### config.mk
export PLATFORM = sky130hd
export DESIGN_NAME = intr_dispatch
export DESIGN_NICKNAME = d
export VERILOG_FILES = /design/src/rtl/intr_pkg.sv /design/src/rtl/intr_select.sv /design/src/rtl/intr_vector.sv /design/src/rtl/intr_dispatch.sv
export SDC_FILE = /design/constraint.sdc
export NUM_CORES = 1
export LEC_CHECK = 0
export BUFFER_PORTS_ARGS = -buffer_cell sky130_fd_sc_hd__buf_2
export CAP_MARGIN = 20
export CORE_ASPECT_RATIO = 0.5
export CORE_MARGIN = 4
export CORE_UTILIZATION = 40
export DETAILED_ROUTE_END_ITERATION = 10
export GPL_TIMING_DRIVEN = 0
export HOLD_SLACK_MARGIN = 0.02
export PLACE_DENSITY_LB_ADDON = 0.25
export SLEW_MARGIN = 40
export SYNTH_ARGS = -nofsm -noshare
export SYNTH_HDL_FRONTEND = slang
export SYNTH_SLANG_ARGS = --single-unit
### constraint.sdc
create_clock -name clk -period 1.4 [get_ports clk]
set_input_delay 0 -clock clk [delete_from_list [all_inputs] [get_ports clk]]
set_output_delay 0 -clock clk [all_outputs]
set_load 0.02 [all_outputs]
### src/rtl/intr_pkg.sv
package intr_pkg;
    localparam int NCLS = 4;
    localparam int IDX_W = 2;

    typedef struct packed {
        logic bn;
        logic ic;
        logic i;
    } psr_t;

    typedef enum logic [IDX_W-1:0] {
        CLS_FW    = 2'd0,
        CLS_FAULT = 2'd1,
        CLS_PMI   = 2'd2,
        CLS_EXT   = 2'd3
    } cls_e;
endpackage

### src/rtl/intr_select.sv
module intr_select
    import intr_pkg::*;
(
    input  logic [NCLS-1:0]  req,
    input  logic             en_i,
    input  logic             en_ic,
    input  logic             hold,
    output logic             fire,
    output logic [NCLS-1:0]  grant,
    output logic [IDX_W-1:0] idx
);
    logic [NCLS-1:0] elig;

    always_comb begin
        elig            = req;
        elig[CLS_PMI]   = req[CLS_PMI] & en_ic;
        elig[CLS_EXT]   = req[CLS_EXT] & en_i;
        if (hold) elig  = '0;
        grant = '0;
        idx   = '0;
        for (int k = NCLS - 1; k >= 0; k--) begin
            if (elig[k]) begin
                grant    = '0;
                grant[k] = 1'b1;
                idx      = IDX_W'(k);
            end
        end
        fire = |elig;
    end
endmodule

### src/rtl/intr_vector.sv
module intr_vector
    import intr_pkg::*;
#(
    parameter int ADDR_W     = 32,
    parameter int SLOT_SHIFT = 8
) (
    input  logic [ADDR_W-1:0] base,
    input  logic [IDX_W-1:0]  idx,
    output logic [ADDR_W-1:0] entry
);
    localparam int ALIGN = SLOT_SHIFT + IDX_W;

    logic [ADDR_W-1:0] base_al;
    logic [ADDR_W-1:0] offs;

    always_comb begin
        base_al = {base[ADDR_W-1:ALIGN], {ALIGN{1'b0}}};
        offs    = {{(ADDR_W-IDX_W){1'b0}}, idx} << SLOT_SHIFT;
        entry   = base_al | offs;
    end
endmodule

### src/rtl/intr_dispatch.sv
module intr_dispatch
    import intr_pkg::*;
#(
    parameter int ADDR_W     = 32,
    parameter int SLOT_SHIFT = 8,
    parameter int CODE_W     = 6
) (
    input  logic                   clk,
    input  logic                   rst_n,
    input  logic                   req_fw,
    input  logic                   req_fault,
    input  logic [CODE_W-1:0]      fault_code,
    input  logic                   req_pmi,
    input  logic                   req_ext,
    input  logic [ADDR_W-1:0]      vec_base,
    input  logic                   psr_wr,
    input  logic [2:0]             psr_wdata,
    input  logic                   rfi,
    output logic                   take,
    output logic [NCLS-1:0]        ack,
    output logic [ADDR_W-1:0]      handler_pc,
    output logic [CODE_W+NCLS-1:0] cause,
    output logic                   psr_i,
    output logic                   psr_ic,
    output logic                   psr_bn,
    output logic [2:0]             saved_psr
);
    localparam int CAUSE_W = CODE_W + NCLS;

    typedef struct packed {
        psr_t                psr;
        psr_t                saved;
        logic                take;
        logic [NCLS-1:0]     ack;
        logic [ADDR_W-1:0]   pc;
        logic [CAUSE_W-1:0]  cause;
    } st_t;

    st_t st_d, st_q;

    logic [NCLS-1:0]   req_vec;
    logic              fire;
    logic [NCLS-1:0]   grant;
    logic [IDX_W-1:0]  idx;
    logic [ADDR_W-1:0] entry;

    always_comb begin
        req_vec            = '0;
        req_vec[CLS_FW]    = req_fw;
        req_vec[CLS_FAULT] = req_fault;
        req_vec[CLS_PMI]   = req_pmi;
        req_vec[CLS_EXT]   = req_ext;
    end

    intr_select u_sel (
        .req   (req_vec),
        .en_i  (st_q.psr.i),
        .en_ic (st_q.psr.ic),
        .hold  (st_q.take),
        .fire  (fire),
        .grant (grant),
        .idx   (idx)
    );

    intr_vector #(
        .ADDR_W     (ADDR_W),
        .SLOT_SHIFT (SLOT_SHIFT)
    ) u_vec (
        .base  (vec_base),
        .idx   (idx),
        .entry (entry)
    );

    always_comb begin
        st_d      = st_q;
        st_d.take = 1'b0;
        st_d.ack  = '0;
        if (fire) begin
            st_d.saved = st_q.psr;
            st_d.psr   = '0;
            st_d.take  = 1'b1;
            st_d.ack   = grant;
            st_d.pc    = entry;
            st_d.cause = {grant, (idx == CLS_FAULT) ? fault_code : {CODE_W{1'b0}}};
        end else if (rfi) begin
            st_d.psr = st_q.saved;
        end else if (psr_wr) begin
            st_d.psr = psr_wdata;
        end
    end

    always_ff @(posedge clk) begin
        if (!rst_n) st_q <= '0;
        else        st_q <= st_d;
    end

    assign take       = st_q.take;
    assign ack        = st_q.ack;
    assign handler_pc = st_q.pc;
    assign cause      = st_q.cause;
    assign psr_i      = st_q.psr.i;
    assign psr_ic     = st_q.psr.ic;
    assign psr_bn     = st_q.psr.bn;
    assign saved_psr  = st_q.saved;

    assert_take_clears_R2: assert property (@(posedge clk) disable iff (!rst_n)
        take |-> (!psr_i && !psr_ic && !psr_bn));

    assert_ext_masked_R3: assert property (@(posedge clk) disable iff (!rst_n)
        (fire && grant[CLS_EXT]) |-> st_q.psr.i);

    assert_pmi_masked_R4: assert property (@(posedge clk) disable iff (!rst_n)
        (fire && grant[CLS_PMI]) |-> st_q.psr.ic);

    assert_ack_onehot_R6: assert property (@(posedge clk) disable iff (!rst_n)
        $onehot0(ack) && (take == (ack != '0)));

    assert_fw_wins_R6: assert property (@(posedge clk) disable iff (!rst_n)
        (req_fw && !take) |=> (take && ack[CLS_FW]));

    assert_gap_R10: assert property (@(posedge clk) disable iff (!rst_n)
        take |=> !take);

    assert_rfi_restore_R9: assert property (@(posedge clk) disable iff (!rst_n)
        (rfi && !fire) |=> ({psr_bn, psr_ic, psr_i} == $past(saved_psr)));
endmodule

**After elaboration in Yosys (flattened, before gate mapping)**

Cells that the tools add are included.

- Add/subtract/negate cells: 0
- Multiply operators: 0
- Divide/modulo/power cells: 0
- Magnitude comparators: 0
- Eq/ne operators: 1
- Shifts and indexed selects: 0
- Multiplexer cells: 13
- Bitwise logic cells: 4
- Reductions and logical operators: 4

Operators by type and width:

| kind | number |
|---|---|
| 47-bit 2-to-1 mux | 1 |
| 32-bit by 10-bit bitwise OR with 32-bit output | 1 |
| 4-bit 2-to-1 mux | 5 |
| 2-bit 2-to-1 mux | 4 |
| 3-bit 2-to-1 mux | 2 |
| 6-bit 2-to-1 mux | 1 |
| 5-bit OR reduction | 1 |
| 4-bit OR reduction | 1 |
| 1-bit bitwise AND | 2 |
| 2-bit by 1-bit equality test with 1-bit output (second input constant) | 1 |
| 2-bit AND reduction | 1 |
| 2-bit nonzero test | 1 |
| 1-bit inverter | 1 |

- Register bits after elaboration: 53
- Bits in latches: 0
- RAM bits: 0
- ROM bits: 0
- Input port bits: 49
- Memories: 0

**Logic depth before layout (Yosys ltp)**

Gate-level depths: netlist of the first run.

- Depth in word-level cells: 9
- Gate-level depth with buffers: 6

**Cells and area by module**

A second synthesis of the first run with hierarchy kept.

- Cell total of the unflattened synthesis: 224
- Area total of the unflattened synthesis: 2392.3 µm²

By module, submodules not included:

| module | instances | cells an instance | area each (µm²) |
|---|---|---|---|
| intr_dispatch | 1 | 178 | 2075.7 |
| intr_vector | 1 | 33 | 244.0 |
| intr_select | 1 | 13 | 72.6 |

**Worst setup path before layout of the first run**

OpenSTA, ideal clock, no wires.

- Path kind: reg2reg
- Start: register st_q, in the netlist psr_i
- End: register st_q, in the netlist cause[2]
- Data arrival time: 1.270 ns
- Data required time: 1.283 ns
- Path slack: 0.014 ns
- Cell stages (with the launch flop): 5
- Clock period less this slack: 1.386 ns
- Path through: dfxtp_1 a22oi_4 o211a_1 buf_6 a22o_1

- Longest elaborated chain between the ends: 8

RTL lines:

| element | line | source |
|---|---|---|
| start, declared | intr_dispatch.sv:39 | `st_t st_d, st_q;` |
| start signal, assigned | intr_dispatch.sv:94 | `else st_q <= st_d;` |
| 1-bit bitwise AND (*) | intr_select.sv:17 | `elig[CLS_EXT] = req[CLS_EXT] & en_i;` |
| 4-bit 2-to-1 mux (*) | intr_select.sv:18 | `if (hold) elig = '0;` |
| 2-bit 2-to-1 mux (4 in a row) | intr_select.sv:22 | `if (elig[k]) begin` |
| 2-bit by 1-bit equality test with 1-bit output | intr_dispatch.sv:84 | `st_d.cause = {grant, (idx == CLS_FAULT) ? fault_code : {CODE_W{1'b0}}};` |
| 6-bit 2-to-1 mux | intr_dispatch.sv:84 |  |

Mark *: on every way between the ends. The rest lies on a longest branch, timed or not.
A chain may end at the register's enable or synchronous reset.

**Final worst setup path of the first run**

- Start: input port req_fw
- End: register st_q, in the netlist handler_pc[23]

- Longest elaborated chain between the ends: 2

RTL lines:

| element | line | source |
|---|---|---|
| start, declared | intr_dispatch.sv:10 | `input logic req_fw,` |
| 4-bit 2-to-1 mux | intr_select.sv:18 |  |
| 4-bit OR reduction | intr_select.sv:28 | `fire = \|elig;` |

No other way between the ends.

==> results.ini, run 1 <==
[sta]
clock_skew_ns = 0.005683
period_needed_ns = 1.367
period_share_pct = 97.62
fmax_mhz = 731.7
worstMarginPinSlew_ns = 0.5169
maxSlewHeadroom_pct = 65.35
finalHoldViolCount = 0
setup_viol = 0
slew_violations = 0
rsz0062_at_grt = true
timing.final.ws_setup_ns = 0.03331

[clock_network]
cts_tree = yes
clock_sink_count = 45
clk_pin_slew_ns = 0.08
clock_path_buffers = 2
root_buffer = clkbuf_8
cts_max_level = 2
insertion_delay_ns = 0.30
cts_buffers = 5

[layout]
nets = 375
mostFrequentLayoutCells = buf_2 (88), dfxtp_1 (42), o211ai_1 (40), a21oi_1 (26), dlygate4sd3_1 (23)
area_growth_pct = 46.25
drive_gt1_share_pct = 39.45
diodes = 0
layout_commonest_cell = buf_2
fin_cells = 393

[logic_synthesis]
yosys_warnings = 0
ys_types = 32
avgSynthCellArea_um2 = 9.621
synth.ff_latch_count = 45
synth_area_um2 = 1953
netlist_instances = 203
ys_seq_area_share_pct = 46.12

[global_routing]
grt_pass1_wl_um = 8921
grt_max_degree = 16
antenna_found_initial = 0
grt_pass1_vias = 1865
grt.total_usage_pct = 18.01
grt.overflow.total = 0

[route]
drc = 0
ant_nets = 0
dr.pass1.iters = 5
num_vias = 2022
wl_um = 5730
post_drt_wl_per_cell_um = 14.58
drt_iter0_drc = 69
detail_route.vias_per_cell = 5.145

[critical_path]
cp-start-kind = input port
rr_worst_depth = 5
worstPathRequired_ns = 1.57
reg2reg_to = handler_pc[23]
crit_path_end_kind = flip-flop
cp.arrival_ns = 1.54
crit_fanout = 10
crit_type = in2reg
reg2reg_setup_slack_ns = 0.03
r2r_start = psr_ic

[power]
p_int_uw = 1961
p_seq_share_pct = 49.3
leakage_uw = 0.001342
p_per_area_nw_per_um2 = 982.0
pwr-share-comb_pct = 21.2
p_switching_uw = 844.4
vdd_ir_drop_max_v = 0.0004220
clkPwrFrac_pct = 29.4
switching_share_pct = 30.10

[floorplanning]
initial_core_util_pct = 42.91
die_width_um = 106.8
core-area_um2 = 4552
fp-row-count = 17
fp.dieArea_um2 = 6133
io_pins = 102
die_h_um = 57.41

[worst_hold_path]
hold_path.class = in2reg
holdPathStages = 3
min_to = handler_pc[14]
hp-start = vec_base[14]

[place]
pre_cts_slack_ns = -0.05136
dpl.hpwl_um = 3952
gp_congestion = 0.7995
port-buffer-count = 82
placed_cells = 358

[job]
drv_cap = 0

[status]
outcome = finished clean

==> logic make-up (layout without fill, tap and decap cells) <==
kind of cell | after synthesis | count (layout) | share of synthesized area [%]
buffers and inverters | 31 | 148 | 10.25
multiplexers | 3 | 3 | 1.538
flip-flops | 45 | 45 | 46.12
AO/OA/AOI/OAI | 97 | 97 | 34.34
other | 1 | 8 | 0.1920
AND/OR/NAND/NOR | 26 | 26 | 7.560
==> critical path: stages <==
cell and delay [ns]:
dlygate4sd3_1 0.55, buf_6 0.14, a211o_1 0.27, buf_6 0.14, buf_6 0.13, o211ai_1 0.19
a21oi_1 0.11
==> Yosys cell counts (all sizes together) <==
cell type / number / share of area (%)
or2: 1 / 0.32
inv: 3 / 0.58
nor2b: 7 / 2.2
and2: 5 / 1.6
o221a: 1 / 0.58
a211o: 1 / 0.45
nor3: 2 / 1.0
o21ba: 1 / 0.51
o21bai: 1 / 0.58
o2111ai: 1 / 0.45
mux2i: 3 / 1.5
o211a: 1 / 0.51
a22oi: 1 / 1.1
o21ai: 13 / 3.3
a31oi: 1 / 0.32
a22o: 6 / 2.7
nor2: 2 / 0.38
o211ai: 41 / 16
clkbuf: 3 / 0.58
conb: 1 / 0.19
nor4: 1 / 0.32
nand2: 7 / 1.3
clkinv: 1 / 0.19
a21o: 3 / 1.2
a21oi: 26 / 6.7
dfxtp: 45 / 46
buf: 24 / 8.9
nand2b: 1 / 0.32
==> routing by layer <==
layer / part of all wire (%) / global-route usage [%] / vias up / wire length, um
met5: 0 / 0 / - / 0
met2: 47 / 30.05 / 77 / 2683
li1: - / - / 984 / -
met4: 1.7 / 7.104 / 0 / 98
met3: 6.1 / 3.955 / 11 / 348
met1: 45 / 22.96 / 950 / 2599
==> power groups by stage <==
| stage | combinational [uW] | sequential, uW | clock [uW] |
|---|---|---|---|
| final | 596 | 1380 | 825 |
| after global routing | 644 | 1390 | 884 |
| after CTS | 584 | 1390 | 833 |
| after detailed placement | 527 | 1410 | 0 |
| after global placement | 516 | 1410 | 0 |
| after floorplan | 253 | 1500 | 0 |
==> worst max path at each step <==
stage	from	to	slack [ns]	cells past startpoint
6_report	req_fw	handler_pc[23]	0.03	7
5_1_grt	psr_ic	handler_pc[23]	-0.04	5
4_1_cts	req_pmi	handler_pc[14]	0.009	7
3_5_place_dp	psr_ic	cause[4]	-0.05	4
3_3_place_gp	psr_ic	cause[2]	-0.01	4
2_1_floorplan	psr_i	cause[2]	0.01	4
==> per-stage QoR <==
stage | utilization, % | power (uW) | cell area [um^2] | setup TNS [ns] | hold WS (ns)
after floorplan | - | 1749 | 1979 | 0 | 0.07760
after global placement | 54.32 | 1929 | 2472 | -0.03590 | 0.2017
after detailed placement | 54.32 | 1941 | 2472 | -0.3270 | 0.2061
after CTS | 61.85 | 2802 | 2815 | 0 | 0.02591
after global routing | 62.75 | 2921 | 2856 | -0.05942 | 0.03833
final | 62.75 | 2805 | 2856 | 0 | 0.01886
==> flip-flops by register name (all words and copies together) (netlist names) <==
register	cells
saved_psr	3
psr_i	1
ack	4
handler_pc	24
psr_bn	1
cause	10
take	1
psr_ic	1
==> cell type report <==
| class | count | area (um^2) |
|---|---|---|
| multi-input cells | 134 | 885.9 |
| well taps | 66 | 82.58 |
| repair buffers | 109 | 678.2 |
| plain buffers | 27 | 197.7 |
| flip-flops and latches | 45 | 907.1 |
| clock buffers | 5 | 68.82 |
| fillers | 388 | 1695 |
| inverters | 4 | 15.01 |
| clock inverters | 3 | 21.27 |
==> repair_timing <==
| item | CTS | global route |
|---|---|---|
| hold endpoints to repair | 27 | 0 |
| resized for setup | 5 | 6 |
| buffers inserted | 0 | 4 |
| pin swaps | 0 | 5 |
| hold buffers | 24 | 0 |
| setup endpoints to repair | 17 | 17 |
Power figures use the tool's default switching activity.
==> run 2, diff against run 1 <==
--- a/config.mk
+++ b/config.mk
@@ -5,12 +5,12 @@
 export SDC_FILE = /design/constraint.sdc
 export NUM_CORES = 1
 export LEC_CHECK = 0
-export BUFFER_PORTS_ARGS = -buffer_cell sky130_fd_sc_hd__buf_2
 export CAP_MARGIN = 20
 export CORE_ASPECT_RATIO = 0.5
 export CORE_MARGIN = 4
 export CORE_UTILIZATION = 40
 export DETAILED_ROUTE_END_ITERATION = 10
+export DONT_BUFFER_PORTS = 1
 export GPL_TIMING_DRIVEN = 0
 export HOLD_SLACK_MARGIN = 0.02
 export PLACE_DENSITY_LB_ADDON = 0.25
==> run 2 against run 1 <==
Effect of this change:
- global-route usage increased by 0.47 points
- cell area decreased by 7.0%
- sequential share of layout area increased by 2.6 points
- core utilization decreased by 4.4 points
- clock power increased by 21%
- fmax decreased by 1.1%
- setup slack got worse by 0.016 ns
- combinational power decreased by 26%
- die area unchanged
- sequential cell count unchanged
- via count decreased by 11%
- first-iteration DRC count increased by 59%
==> results.ini, run 2 (synthesis results as in run 1) <==
[status]
outcome = finished clean

[critical_path]
max_stage_delay_ns = 0.41
cp-start-kind = flip-flop
reg2reg_setup_slack_ns = 0.02
slowest_stage = dfxtp_4
reg2reg_to = handler_pc[14]
r2r_start = psr_ic
startpoint = psr_ic
critical_path.cell_chain = a211o_1 -> buf_6 -> buf_8 -> o211ai_1 -> a21oi_1
rr_worst_depth = 5
worstPathRequired_ns = 1.57
crit_type = reg2reg
cp.arrival_ns = 1.55
cpLargestDelayFamily = compound AO/OA/AOI/OAI gates
crit_path_end_kind = flip-flop
crit_fanout = 7
crit_buf_inv = 2

[layout]
area_growth_pct = 36.00
mostFrequentLayoutCells = dfxtp_1 (42), o211ai_1 (40), dlygate4sd3_1 (38), a21oi_1 (26), buf_4 (16)
fin_area_um2 = 2656
post-route-util_pct = 58.36
drive_gt1_share_pct = 19.16
largest_reg_flops = 24
fin_cells = 327
layout_commonest_cell = dfxtp_1
nets = 309
diodes = 0

[clock_network]
insertion_delay_ns = 0.30
root_buffer = clkbuf_8
clock_sink_count = 45
clock_path_buffers = 2
cts_buffers = 5
cts_max_level = 2
clk_pin_slew_ns = 0.09
cts_tree = yes

[sta]
timing.final.ws_setup_ns = 0.01751
period_share_pct = 98.75
rsz0062_at_grt = true
clock_skew_ns = 0.01140
period_needed_ns = 1.382
fmax_mhz = 723.3
slew_violations = 0
finalHoldViolCount = 0
setup_viol = 0

[worst_hold_path]
min_to = cause[0]
holdPathStages = 2
hold_path.class = in2reg
hp-start = rst_n

[floorplanning]
core-area_um2 = 4552
fp-row-count = 17
io_pins = 102
initial_core_util_pct = 42.91
die_h_um = 57.41
fp.dieArea_um2 = 6133
die_width_um = 106.8

[global_routing]
antenna_found_initial = 0
grt_max_degree = 16
grt_pass1_wl_um = 9032
grt.total_usage_pct = 18.48
grt.overflow.total = 0
grt_pass1_vias = 1814

[place]
pre_cts_slack_ns = -0.2087
dpl.hpwl_um = 3777
port-buffer-count = 0
postPlaceCellArea_um2 = 2062
placed_cells = 276
gp_congestion = 0.7799

[route]
drc = 0
ant_nets = 0
drt_iter0_drc = 110
dr.pass1.iters = 4
wl_um = 5759
detail_route.vias_per_cell = 5.502
num_vias = 1799
post_drt_wl_per_cell_um = 17.61

[job]
drv_cap = 0

[power]
p_per_area_nw_per_um2 = 1100
p_total_uw = 2922
leakage_uw = 0.001043
vdd_ir_drop_max_v = 0.0005067

run 2: cell count changes in the layout (fill, tap and decap cells not counted), sizes merged:
| cell | change |
|---|---|
| buf | -80 |
| inv | -1 |
| dlymetal6s4s | -1 |
| bufinv | +1 |
| dlygate4sd3 | +15 |
run 2: worst max path at each step:
| stage | end | slack, ns | cells after the start |
|---|---|---|---|
| after global placement | cause[2] | -0.18 | 4 |
| after CTS | handler_pc[17] | 0.03 | 5 |
| after global routing | handler_pc[14] | -0.05 | 5 |
| after detailed placement | cause[4] | -0.21 | 4 |
| final | handler_pc[14] | 0.02 | 5 |
| after floorplan | cause[2] | 0.01 | 4 |
run 2: cell type report:
class                           instances  area, um^2
Clock inverter                          3       46.29
Tap cell                               66       82.58
Timing Repair Buffer                   43       435.4
Fill cell                             403        1896
Clock buffer                            5       68.82
Buffer                                 27       202.7
Inverter                                4       16.27
Sequential cell                        45       912.1
Multi-Input combinational cell        134       892.1
run 2: report_power, final:
part	total (uW)	switching, uW	leakage [uW]	internal [uW]
Combinational	442	225	0.000618	216
Sequential	1480	137	0.000371	1340
Clock	999	465	0.0000543	535
Total	2920	826	0.00104	2100
run 2: per-stage QoR:
step,setup TNS [ns],hold slack (ns)
after detailed placement,-4.720,0.09001
final,0,0.06603
after global placement,-3.995,0.08359
after floorplan,0,0.07760
after global routing,-0.2328,0.08552
after CTS,0,0.02825
run 2: layer usage:
layer  GRT usage, %  share of wire, %  up-vias
met5              0                 0        -
li1               -                 -      856
met2          30.86                48       86
met3          7.006               8.3        7
met1          21.61                43      850
met4          7.650              0.76        0
run 2: what timing repair did:
action	CTS	global route
endpoints found under the setup margin	41	32
setup buffers	0	4
hold endpoints to repair	40	0
hold buffers	38	0
gates cloned	0	1
pin swaps	0	5
gates resized for setup	8	13
